$ cat src/rtl/ibuf_pkg.sv
package ibuf_pkg;
  localparam int unsigned SIDE_DEF = 8;
  localparam int unsigned PIX_DEF  = 9;

  // Column t for row n1 and input column n2: solves
  // (4t+1)(4n1+1) == 4n2+1 mod 4*side by a modular inverse (Newton steps).
  function automatic logic [31:0] col_map(input logic [31:0] n1,
                                          input logic [31:0] n2,
                                          input logic [31:0] side);
    logic [31:0] a, x, v;
    a = 4 * n1 + 1;
    x = a;
    for (int i = 0; i < 4; i++) x = x * (32'd2 - a * x);
    v = ((4 * n2 + 1) * x) & (4 * side - 1);
    return v >> 2;
  endfunction
endpackage

$ cat src/rtl/ibuf_addr_gen.sv
module ibuf_addr_gen #(
  parameter int unsigned SIDE = 8,
  localparam int unsigned SW  = $clog2(SIDE),
  localparam int unsigned AW  = 2 * SW
) (
  input  logic          clk,
  input  logic          rst_n,
  input  logic          accept,
  output logic [AW-1:0] wr_addr,
  output logic          last_acc
);
  import ibuf_pkg::*;
  logic [SW-1:0] row_q, col_q;
  logic [31:0]   t_full;

  assign t_full   = col_map(32'(row_q), 32'(col_q), 32'(SIDE));
  assign wr_addr  = {row_q, t_full[SW-1:0]};
  assign last_acc = accept && (row_q == SW'(SIDE-1)) && (col_q == SW'(SIDE-1));

  always_ff @(posedge clk or negedge rst_n) begin
    if (!rst_n) begin
      row_q <= '0;
      col_q <= '0;
    end else if (accept) begin
      col_q <= col_q + 1'b1;
      if (col_q == SW'(SIDE-1)) row_q <= row_q + 1'b1;
    end
  end
endmodule

$ cat src/rtl/ibuf_ctrl.sv
module ibuf_ctrl #(
  parameter int unsigned PIX = 9,
  localparam int unsigned BW = $clog2(PIX)
) (
  input  logic          clk,
  input  logic          rst_n,
  input  logic          last_acc,
  output logic          wr_full,
  output logic          wr_bank,
  output logic          rd_busy,
  output logic [BW-1:0] bit_idx,
  output logic          swap_evt
);
  logic rd_last;
  assign rd_last  = rd_busy && (bit_idx == BW'(PIX-1));
  assign swap_evt = wr_full && (!rd_busy || rd_last);

  always_ff @(posedge clk or negedge rst_n) begin
    if (!rst_n) begin
      wr_full <= 1'b0;
      wr_bank <= 1'b0;
      rd_busy <= 1'b0;
      bit_idx <= '0;
    end else begin
      if (last_acc)      wr_full <= 1'b1;
      else if (swap_evt) wr_full <= 1'b0;
      if (swap_evt) begin
        wr_bank <= ~wr_bank;
        rd_busy <= 1'b1;
        bit_idx <= '0;
      end else if (rd_busy) begin
        if (rd_last) begin
          rd_busy <= 1'b0;
          bit_idx <= '0;
        end else begin
          bit_idx <= bit_idx + 1'b1;
        end
      end
    end
  end
endmodule

$ cat src/rtl/ibuf_bank_pair.sv
module ibuf_bank_pair #(
  parameter int unsigned WORDS = 64,
  parameter int unsigned PIX   = 9,
  localparam int unsigned AW   = $clog2(WORDS),
  localparam int unsigned BW   = $clog2(PIX)
) (
  input  logic             clk,
  input  logic             we,
  input  logic             wr_bank,
  input  logic [AW-1:0]    wr_addr,
  input  logic [PIX-1:0]   wr_data,
  input  logic             rd_bank,
  input  logic [BW-1:0]    bit_idx,
  output logic [WORDS-1:0] slice
);
  logic [PIX-1:0] mem [2][WORDS];

  always_ff @(posedge clk) begin
    if (we) mem[wr_bank][wr_addr] <= wr_data;
  end

  for (genvar i = 0; i < WORDS; i++) begin : g_slice
    assign slice[i] = mem[rd_bank][i][bit_idx];
  end
endmodule

$ cat src/rtl/index_map_pingpong_buf.sv
module index_map_pingpong_buf #(
  parameter int unsigned SIDE = 8,
  parameter int unsigned PIX  = 9,
  localparam int unsigned WORDS = SIDE * SIDE,
  localparam int unsigned AW    = $clog2(WORDS),
  localparam int unsigned BW    = $clog2(PIX)
) (
  input  logic             clk,
  input  logic             rst_n,
  input  logic             in_valid,
  input  logic [PIX-1:0]   in_data,
  output logic             in_ready,
  output logic             out_valid,
  output logic [WORDS-1:0] out_bits,
  output logic [BW-1:0]    out_bit_idx,
  output logic             out_first,
  output logic             out_last
);
  logic          accept, last_acc, wr_full, wr_bank, rd_busy, swap_evt;
  logic [AW-1:0] wr_addr;
  logic [BW-1:0] bit_idx;

  assign in_ready = !wr_full;
  assign accept   = in_valid && in_ready;

  ibuf_addr_gen #(.SIDE(SIDE)) u_addr (
    .clk(clk), .rst_n(rst_n), .accept(accept),
    .wr_addr(wr_addr), .last_acc(last_acc)
  );

  ibuf_ctrl #(.PIX(PIX)) u_ctrl (
    .clk(clk), .rst_n(rst_n), .last_acc(last_acc),
    .wr_full(wr_full), .wr_bank(wr_bank), .rd_busy(rd_busy),
    .bit_idx(bit_idx), .swap_evt(swap_evt)
  );

  ibuf_bank_pair #(.WORDS(WORDS), .PIX(PIX)) u_banks (
    .clk(clk), .we(accept), .wr_bank(wr_bank), .wr_addr(wr_addr),
    .wr_data(in_data), .rd_bank(~wr_bank), .bit_idx(bit_idx),
    .slice(out_bits)
  );

  assign out_valid   = rd_busy;
  assign out_bit_idx = bit_idx;
  assign out_first   = rd_busy && (bit_idx == '0);
  assign out_last    = rd_busy && (bit_idx == BW'(PIX-1));
endmodule

$ cat config.mk
export PLATFORM = sky130hd
export DESIGN_NAME = index_map_pingpong_buf
export DESIGN_NICKNAME = d
export VERILOG_FILES = /design/src/rtl/ibuf_pkg.sv /design/src/rtl/ibuf_addr_gen.sv /design/src/rtl/ibuf_ctrl.sv /design/src/rtl/ibuf_bank_pair.sv /design/src/rtl/index_map_pingpong_buf.sv
export SDC_FILE = /design/constraint.sdc
export NUM_CORES = 1
export LEC_CHECK = 0
export BUFFER_PORTS_ARGS = -buffer_cell sky130_fd_sc_hd__buf_4
export CORE_AREA = 4 4 278 280
export CTS_CLUSTER_DIAMETER = 150
export DETAILED_ROUTE_END_ITERATION = 10
export DIE_AREA = 0 0 282 284
export PLACE_DENSITY = 0.86
export SETUP_SLACK_MARGIN = 0.4
export SYNTH_ARGS = -nofsm -noshare
export SYNTH_HDL_FRONTEND = slang
export SYNTH_SLANG_ARGS = --single-unit
$ cat constraint.sdc
create_clock -name clk -period 4.3 [get_ports clk]
set_input_delay 0.86 -clock clk [delete_from_list [all_inputs] [get_ports clk]]
set_output_delay 0.86 -clock clk [all_outputs]
set_load 0.01 [all_outputs]
==> Implementation_results.wiki, run 1 <==
{| class="wikitable"
! Metric !! Value
|-
| Largest cells by area after synthesis || sky130_fd_sc_hd__edfxtp_1, sky130_fd_sc_hd__mux2i_1, sky130_fd_sc_hd__mux4_2
|-
| Area delta synth->final || 13.4%
|-
| Core Region || 0.0744 mm2
|-
| Post-layout min period || 4.05 ns
|-
| Hold violation count in the final report || 0
|-
| Post-synth top cells || sky130_fd_sc_hd__edfxtp_1, sky130_fd_sc_hd__mux2i_1, sky130_fd_sc_hd__mux4_2
|-
| Slowest CP cell || sky130_fd_sc_hd__nor3_1
|-
| Total number of nets in the final design || 2,568
|-
| Combinational group share of total power || 0.347
|-
| Stage delay of the slowest cell on the critical path || 1.00 ns
|-
| Final Max Tran Viols || 0
|-
| Die area || 0.0801 mm2
|-
| Floorplan die width || 282 um
|-
| Sink count of the clock tree || 1,165
|-
| Cell-by-cell trace of the critical path || ha_1 > ha_1 > ha_1 > xnor2_1 > xnor3_2 > xor2_4 > buf_12 > nor3_1
|-
| Standard-cell rows || 100
|-
| Wire length of the first global-routing pass || 168,000 um
|-
| H-Tree Level Count || 3
|-
| Classification of the worst setup path || reg -> reg
|-
| Synthesized net count || 2,381
|-
| Fraction of final layout cells sized beyond drive strength 1 || 0.238
|-
| Number of max-capacitance violations reported || 0
|-
| Clock Tree Root || sky130_fd_sc_hd__clkbuf_16
|-
| Outcome || finished, final reports clean
|-
| DRC violations left || 0
|-
| Number of global-route vias before repair || 26.2k
|-
| Routed via count divided by cell count || 7.05
|-
| Final Wtd Congestion || 0.821
|-
| Peak clock frequency supported by timing || 247 MHz
|-
| ANT nets after route || 0
|-
| Maximum number of pins on one net before global-route repair || 84
|-
| Data arrival time of the critical path || 4.33 ns
|-
| Initial cell density of the core || 0.617
|-
| Cell type with the highest aggregate area in the netlist || sky130_fd_sc_hd__edfxtp_1
|-
| Smallest hold slack || 0.0289 ns
|-
| Worst IR drop on VDD || 2320 uV
|-
| Final HPWL from detailed placement || 58,200 um
|-
| Cell Int Power || 0.0218 W
|-
| Count of flip-flops with a built-in enable after synthesis || 1,152
|-
| Share of the cycle needed by the critical path after routing || 0.942
|-
| Total global-route track usage || 0.283
|-
| Hold Crit Class || in -> async
|-
| Relative slew margins || 0.110
|-
| Sort of element at the start of the critical path || register
|-
| Data required time at the worst endpoint || 4.57 ns
|-
| Cell type group with the largest total delay on the critical path || simple AND/OR/NAND/NOR gates
|-
| Mean post-synth cell area || 19.5 um2
|-
| Least-Margin Pin Slew || 1.34 ns
|-
| IO Count || 84
|-
| Final worst-path setup slack || 0.247 ns
|-
| Unrepaired setup endpoints after global routing || true
|-
| Proportion of synthesized chip area in sequential cells || 0.760
|-
| Switching Share || 0.367
|-
| Detailed Routing Iterations Pass 1 || 6
|-
| Lkg Pwr || 17.6 nW
|-
| Final setup skew || 0.0230 ns
|-
| Maximum fanout along the worst path || 34
|-
| Number of antenna violations at the first check in global routing || 0
|-
| Placed cell areas || 0.0482 mm2
|-
| Worst-case clock buffer depth || 3
|-
| Diode count || 0
|-
| Final routed wirelength across all metal layers || 114,000 um
|-
| CP endpoint kind || register
|-
| Worst-path clk slew || 0.06 ns
|-
| TritonCTS clock tree || yes
|-
| Most instantiated library cell after synthesis || sky130_fd_sc_hd__edfxtp_1
|-
| Routed wirelength normalized by instance count || 31.7 um
|-
| Number of endpoints failing setup at the final stage || 0
|-
| Library cells used by synthesis || 54
|-
| Die Ht || 284 um
|-
| Total power divided by cell area || 660 mW/mm2
|-
| Total via count in the routed design || 25.3k
|-
| Worst-Skew Late Latency || 0.67 ns
|-
| Cell area after layout || 0.0521 mm2
|-
| Total of warnings raised by yosys || 0
|-
| Share of the synthesized area in the top cell type || 0.753
|-
| Cell area after technology mapping || 0.0459 mm2
|-
| Total CTS buffers || 105
|-
| Synth Instances || 2,354
|-
| Post-synthesis register bit count || 1,165
|-
| Leading register cell type out of synthesis || sky130_fd_sc_hd__edfxtp_1
|-
| Part of the power in registers || 0.394
|-
| Power spent charging and discharging nets || 0.0126 W
|-
| Setup TNS after final layout || 0 ns
|-
| Initial detailed-routing violation count || 3,868
|-
| Clk network pwr share || 0.259
|-
| Worst path buffer plus inverter count || 1
|-
| Critical Path Most Common Cell || sky130_fd_sc_hd__ha_1
|-
| Minimum setup slack after placement || 0.210 ns
|-
| Proportion of synthesized flip-flops having asynchronous set or reset || 0.0112
|-
| Global route overflow || 0
|-
| Number of buffers inserted by port buffering || 83
|}
[cell families after synthesis]
logic type               synth area share
XOR/XNOR                          0.00384
flip-flops                          0.760
adder cells (fa/ha/maj)           0.00409
AO/OA/AOI/OAI                      0.0376
AND/OR/NAND/NOR                    0.0340
buffers and inverters              0.0186
multiplexers                        0.142
[metal layers]
layer | vias up | track usage | part of all wire
li1 | 10100 | - | -
met1 | 12800 | 0.369 | 0.34
met2 | 2075 | 0.458 | 0.50
met3 | 327 | 0.0668 | 0.12
met4 | 0 | 0.130 | 0.040
met5 | - | 0 | 0
[power groups by stage]
stage               clock (W)  combinational (W)  sequential [W]
floorplan                   0            0.00750          0.0136
global placement            0             0.0103          0.0137
detailed placement          0             0.0107          0.0138
CTS                   0.00894             0.0116          0.0135
global route          0.00946             0.0123          0.0136
finish                0.00890             0.0119          0.0135
[final cells by class]
class / instances / area (um2)
clock inverter: 62 / 472
timing repair buffer: 226 / 2140
clock buffer: 128 / 2760
sequential: 1165 / 34900
multi-input combinational: 1037 / 10500
tap: 969 / 1210
inverter: 6 / 27.5
fill: 4045 / 22400
[sequential cells by signal, indices dropped and copies added (netlist names)]
| name | flops |
|---|---|
| u_ctrl.wr_bank | 1 |
| u_addr.row_q | 3 |
| u_addr.col_q | 3 |
| u_banks.mem | 1152 |
| u_ctrl.wr_full | 1 |
| u_ctrl.rd_busy | 1 |
| u_ctrl.bit_idx | 4 |
[stage by stage]
stage / total power [W] / instances / utilization
6_report: 0.0344 / 3593 / 0.699
5_1_grt: 0.0353 / 3593 / 0.699
4_1_cts: 0.0340 / 3590 / 0.697
3_5_place_dp: 0.0245 / 3391 / 0.647
3_3_place_gp: 0.0241 / 3391 / 0.647
2_1_floorplan: 0.0211 / 2354 / -
[timing repair]
item,in CTS,in global routing
pin swaps,0,0
setup endpoints to repair,621,296
hold buffers,0,0
gates resized for setup,62,24
buffers inserted,6,0
gates cloned,3,3
[layout by cell type, fill, tap and decap left out, types with 13 or more instances in the layout]
master / count
sky130_fd_sc_hd__buf_4: 195
sky130_fd_sc_hd__mux2_2: 23
sky130_fd_sc_hd__clkinv_2: 22
sky130_fd_sc_hd__nor3_2: 63
sky130_fd_sc_hd__o221ai_1: 55
sky130_fd_sc_hd__clkinv_1: 23
sky130_fd_sc_hd__mux4_2: 132
sky130_fd_sc_hd__a22oi_1: 86
sky130_fd_sc_hd__buf_12: 17
sky130_fd_sc_hd__clkbuf_16: 110
sky130_fd_sc_hd__nand3_1: 50
sky130_fd_sc_hd__edfxtp_1: 1152
sky130_fd_sc_hd__o22ai_1: 13
sky130_fd_sc_hd__mux2i_1: 327
sky130_fd_sc_hd__nand2_1: 33
sky130_fd_sc_hd__nor3_1: 66
sky130_fd_sc_hd__clkbuf_1: 21
sky130_fd_sc_hd__nor2_1: 32
sky130_fd_sc_hd__ha_1: 15
[worst paths after layout]
kind	from	end	slack [ns]	cells after the start
min in group clk	u_addr.col_q[0]	u_addr.col_q[0]	0.57	1
worst min-delay path	rst_n	u_ctrl.bit_idx[3]	0.03	1
max in group asynchronous	rst_n	u_ctrl.bit_idx[0]	4.07	1
worst min register to register	u_addr.col_q[0]	u_addr.col_q[0]	0.57	1
worst max-delay path	u_addr.row_q[0]	u_banks.mem[1][113]	0.25	8
worst max register to register	u_addr.row_q[0]	u_banks.mem[1][113]	0.25	8
(Power assumes the default switching activity.)
==> inputs of run 2 (changes only) <==
--- a/config.mk
+++ b/config.mk
@@ -5,6 +5,7 @@
 export SDC_FILE = /design/constraint.sdc
 export NUM_CORES = 1
 export LEC_CHECK = 0
+export ABC_CLOCK_PERIOD_IN_PS = 4600
 export BUFFER_PORTS_ARGS = -buffer_cell sky130_fd_sc_hd__buf_4
 export CORE_AREA = 4 4 278 280
 export CTS_CLUSTER_DIAMETER = 150
==> constraint.sdc (replaced) <==
create_clock -name clk -period 4.6 [get_ports clk]
set_input_delay 0.92 -clock clk [delete_from_list [all_inputs] [get_ports clk]]
set_output_delay 0.92 -clock clk [all_outputs]
set_load 0.01 [all_outputs]
==> run 2 against run 1 <==
Effect of this change: first-iteration DRC count decreased by 1.7%; highest routed layer unchanged; clock-buffer cell count grew 4; clock power is 2% higher; wire length rose by 1.9%; fmax fell by 4.6%; cell count is 0.45% higher; critical path type unchanged; largest cell class unchanged; critical path depth unchanged.
==> Implementation_results.wiki, run 2 (same netlist as run 1, synthesis figures left out) <==
{| class="wikitable"
! Metric !! Value
|-
| Wire length of the first global-routing pass || 171,000 um
|-
| Final routed wirelength across all metal layers || 116,000 um
|-
| Final setup skew || 0.0234 ns
|-
| Number of max-capacitance violations reported || 0
|-
| Standard-cell rows || 100
|-
| Outcome || finished, final reports clean
|-
| Unrepaired setup endpoints after global routing || true
|-
| Data required time at the worst endpoint || 4.87 ns
|-
| Total global-route track usage || 0.289
|-
| Total number of nets in the final design || 2,575
|-
| Total power divided by cell area || 615 mW/mm2
|-
| Peak clock frequency supported by timing || 235 MHz
|-
| Number of global-route vias before repair || 26.6k
|-
| Fraction of final layout cells sized beyond drive strength 1 || 0.229
|-
| Met1 GRT Util || 0.369
|-
| H-Tree Level Count || 3
|-
| Die area || 0.0801 mm2
|-
| Met2 Usage GRT || 0.470
|-
| Data arrival time of the critical path || 4.52 ns
|-
| Routed wirelength normalized by instance count || 32.1 um
|-
| Busiest layer in global routing || met2
|-
| Post-layout min period || 4.25 ns
|-
| Number of fill cells in the layout || 4,026
|-
| Number of antenna violations at the first check in global routing || 2
|-
| Multi-input gate area || 0.0103 mm2
|-
| Commonest non-fill, non-tap cells in the layout || sky130_fd_sc_hd__edfxtp_1, sky130_fd_sc_hd__mux2i_1, sky130_fd_sc_hd__buf_4, sky130_fd_sc_hd__mux4_2, sky130_fd_sc_hd__clkbuf_16
|-
| Floorplan die width || 282 um
|-
| Relative slew margins || 0.114
|-
| Sink count of the clock tree || 1,165
|-
| Core Region || 0.0744 mm2
|-
| Sort of element at the start of the critical path || register
|-
| Total CTS buffers || 107
|-
| Worst IR drop on VDD || 3120 uV
|-
| ANT nets after route || 0
|-
| Worst-case clock buffer depth || 3
|-
| Cells after DPL || 3,394
|-
| TritonCTS clock tree || yes
|-
| IO Count || 84
|-
| Number of standard cells in the layout, taps in and fillers out || 3,609
|-
| Final HPWL from detailed placement || 59,100 um
|-
| Commonest non-fill, non-tap cell in the layout || sky130_fd_sc_hd__edfxtp_1
|-
| Worst-Skew Late Latency || 0.67 ns
|-
| Maximum fanout along the worst path || 54
|-
| Share of the cycle needed by the critical path after routing || 0.924
|-
| Initial cell density of the core || 0.617
|-
| Worst-path clk slew || 0.07 ns
|-
| Detailed Routing Iterations Pass 1 || 6
|-
| Least-Margin Pin Slew || 1.32 ns
|-
| Most flop-heavy register || u_banks.mem
|-
| Area delta synth->final || 13.3%
|-
| Hold violation count in the final report || 0
|-
| Classification of the worst setup path || reg -> reg
|-
| Global route overflow || 0
|-
| Hold Crit Class || in -> async
|-
| Final Wtd Congestion || 0.792
|-
| Number of endpoints failing setup at the final stage || 0
|-
| Setup TNS after final layout || 0 ns
|-
| Routed via count divided by cell count || 7.13
|-
| Lkg Pwr || 17.7 nW
|-
| Initial detailed-routing violation count || 3,803
|-
| Die Ht || 284 um
|-
| Final Max Tran Viols || 0
|-
| Clock Tree Root || sky130_fd_sc_hd__clkbuf_16
|-
| DRC violations left || 0
|-
| CP endpoint kind || register
|-
| Reg area || 0.0349 mm2
|-
| Number of buffers inserted by port buffering || 83
|-
| Maximum number of pins on one net before global-route repair || 94
|-
| Total via count in the routed design || 25.7k
|-
| GR Layer Usage met3 || 0.0615
|-
| Largest registers || u_banks.mem x1152, u_ctrl.bit_idx x4
|-
| Max FFs per register || 1,152
|}
[run 2: cell types whose count changed in the layout (fill, tap and decap cells not counted), moves of 4 or more]
cell                         before  now
sky130_fd_sc_hd__nor3_2          63   26
sky130_fd_sc_hd__nor3_1          66  103
sky130_fd_sc_hd__buf_4          195  212
sky130_fd_sc_hd__clkbuf_1        21   17
sky130_fd_sc_hd__buf_12          17    9
sky130_fd_sc_hd__bufinv_16        5   13
sky130_fd_sc_hd__clkbuf_8         0    4
sky130_fd_sc_hd__clkinvlp_4       5   12
sky130_fd_sc_hd__clkinv_1        23   19
[run 2: final cells by class]
cell class                 count  area share
sequential                  1165       0.671
multi-input combinational   1037       0.198
clock buffer                 132      0.0556
timing repair buffer         231      0.0378
tap                          969      0.0233
clock inverter                68      0.0133
inverter                       6    0.000529
antenna                        1   0.0000481
[run 2: repair_timing]
action	CTS	global route
gates resized for setup	9	24
buffers inserted	6	6
hold buffers	0	0
setup endpoints to repair	51	341
gates cloned	1	0
[run 2: worst max-delay path, stage by stage (launching register included)]
cell                      delay [ns]
sky130_fd_sc_hd__dfrtp_1        0.50
sky130_fd_sc_hd__ha_1           0.43
sky130_fd_sc_hd__ha_1           0.33
sky130_fd_sc_hd__ha_1           0.24
sky130_fd_sc_hd__xnor2_1        0.22
sky130_fd_sc_hd__xnor3_2        0.48
sky130_fd_sc_hd__xor2_4         0.27
sky130_fd_sc_hd__buf_12         0.23
sky130_fd_sc_hd__nor3_1         1.04
[run 2: worst paths after layout]
path,startpoint,to,slack [ns],cells past startpoint
max,u_addr.row_q[0],u_banks.mem[1][65],0.35,8
min,rst_n,u_addr.col_q[0],0.09,1
max reg2reg,u_addr.row_q[0],u_banks.mem[1][65],0.35,8
min reg2reg,u_ctrl.wr_full,u_ctrl.rd_busy,0.60,2
max in group asynchronous,rst_n,u_ctrl.bit_idx[0],4.29,1
min in group clk,u_ctrl.wr_full,u_ctrl.rd_busy,0.60,2
[run 2: through the flow]
step	utilization	instance area [um2]	power, W	hold WS (ns)	setup WS [ns]
2_1_floorplan	-	45900	0.0198	0.475	1.14
6_report	0.699	52100	0.0320	0.0919	0.350
3_3_place_gp	0.647	48100	0.0221	0.509	0.730
4_1_cts	0.697	51900	0.0316	0.0701	0.356
5_1_grt	0.699	52100	0.0329	0.0959	0.193
3_5_place_dp	0.647	48100	0.0224	0.528	0.553
[run 2: where the power goes]
| group | leakage [nW] | internal [W] | switching [W] |
|---|---|---|---|
| sequential | 10.5 | 0.0124 | 0.000255 |
| clock | 1.73 | 0.00520 | 0.00387 |
| combinational | 5.44 | 0.00302 | 0.00725 |
| total | 17.7 | 0.0206 | 0.0114 |
[run 2: routing by layer]
metal / share of wire / vias up
met1: 0.34 / 13000
li1: - / 10100
met5: 0 / -
met3: 0.11 / 458
met2: 0.50 / 2143
met4: 0.053 / 0
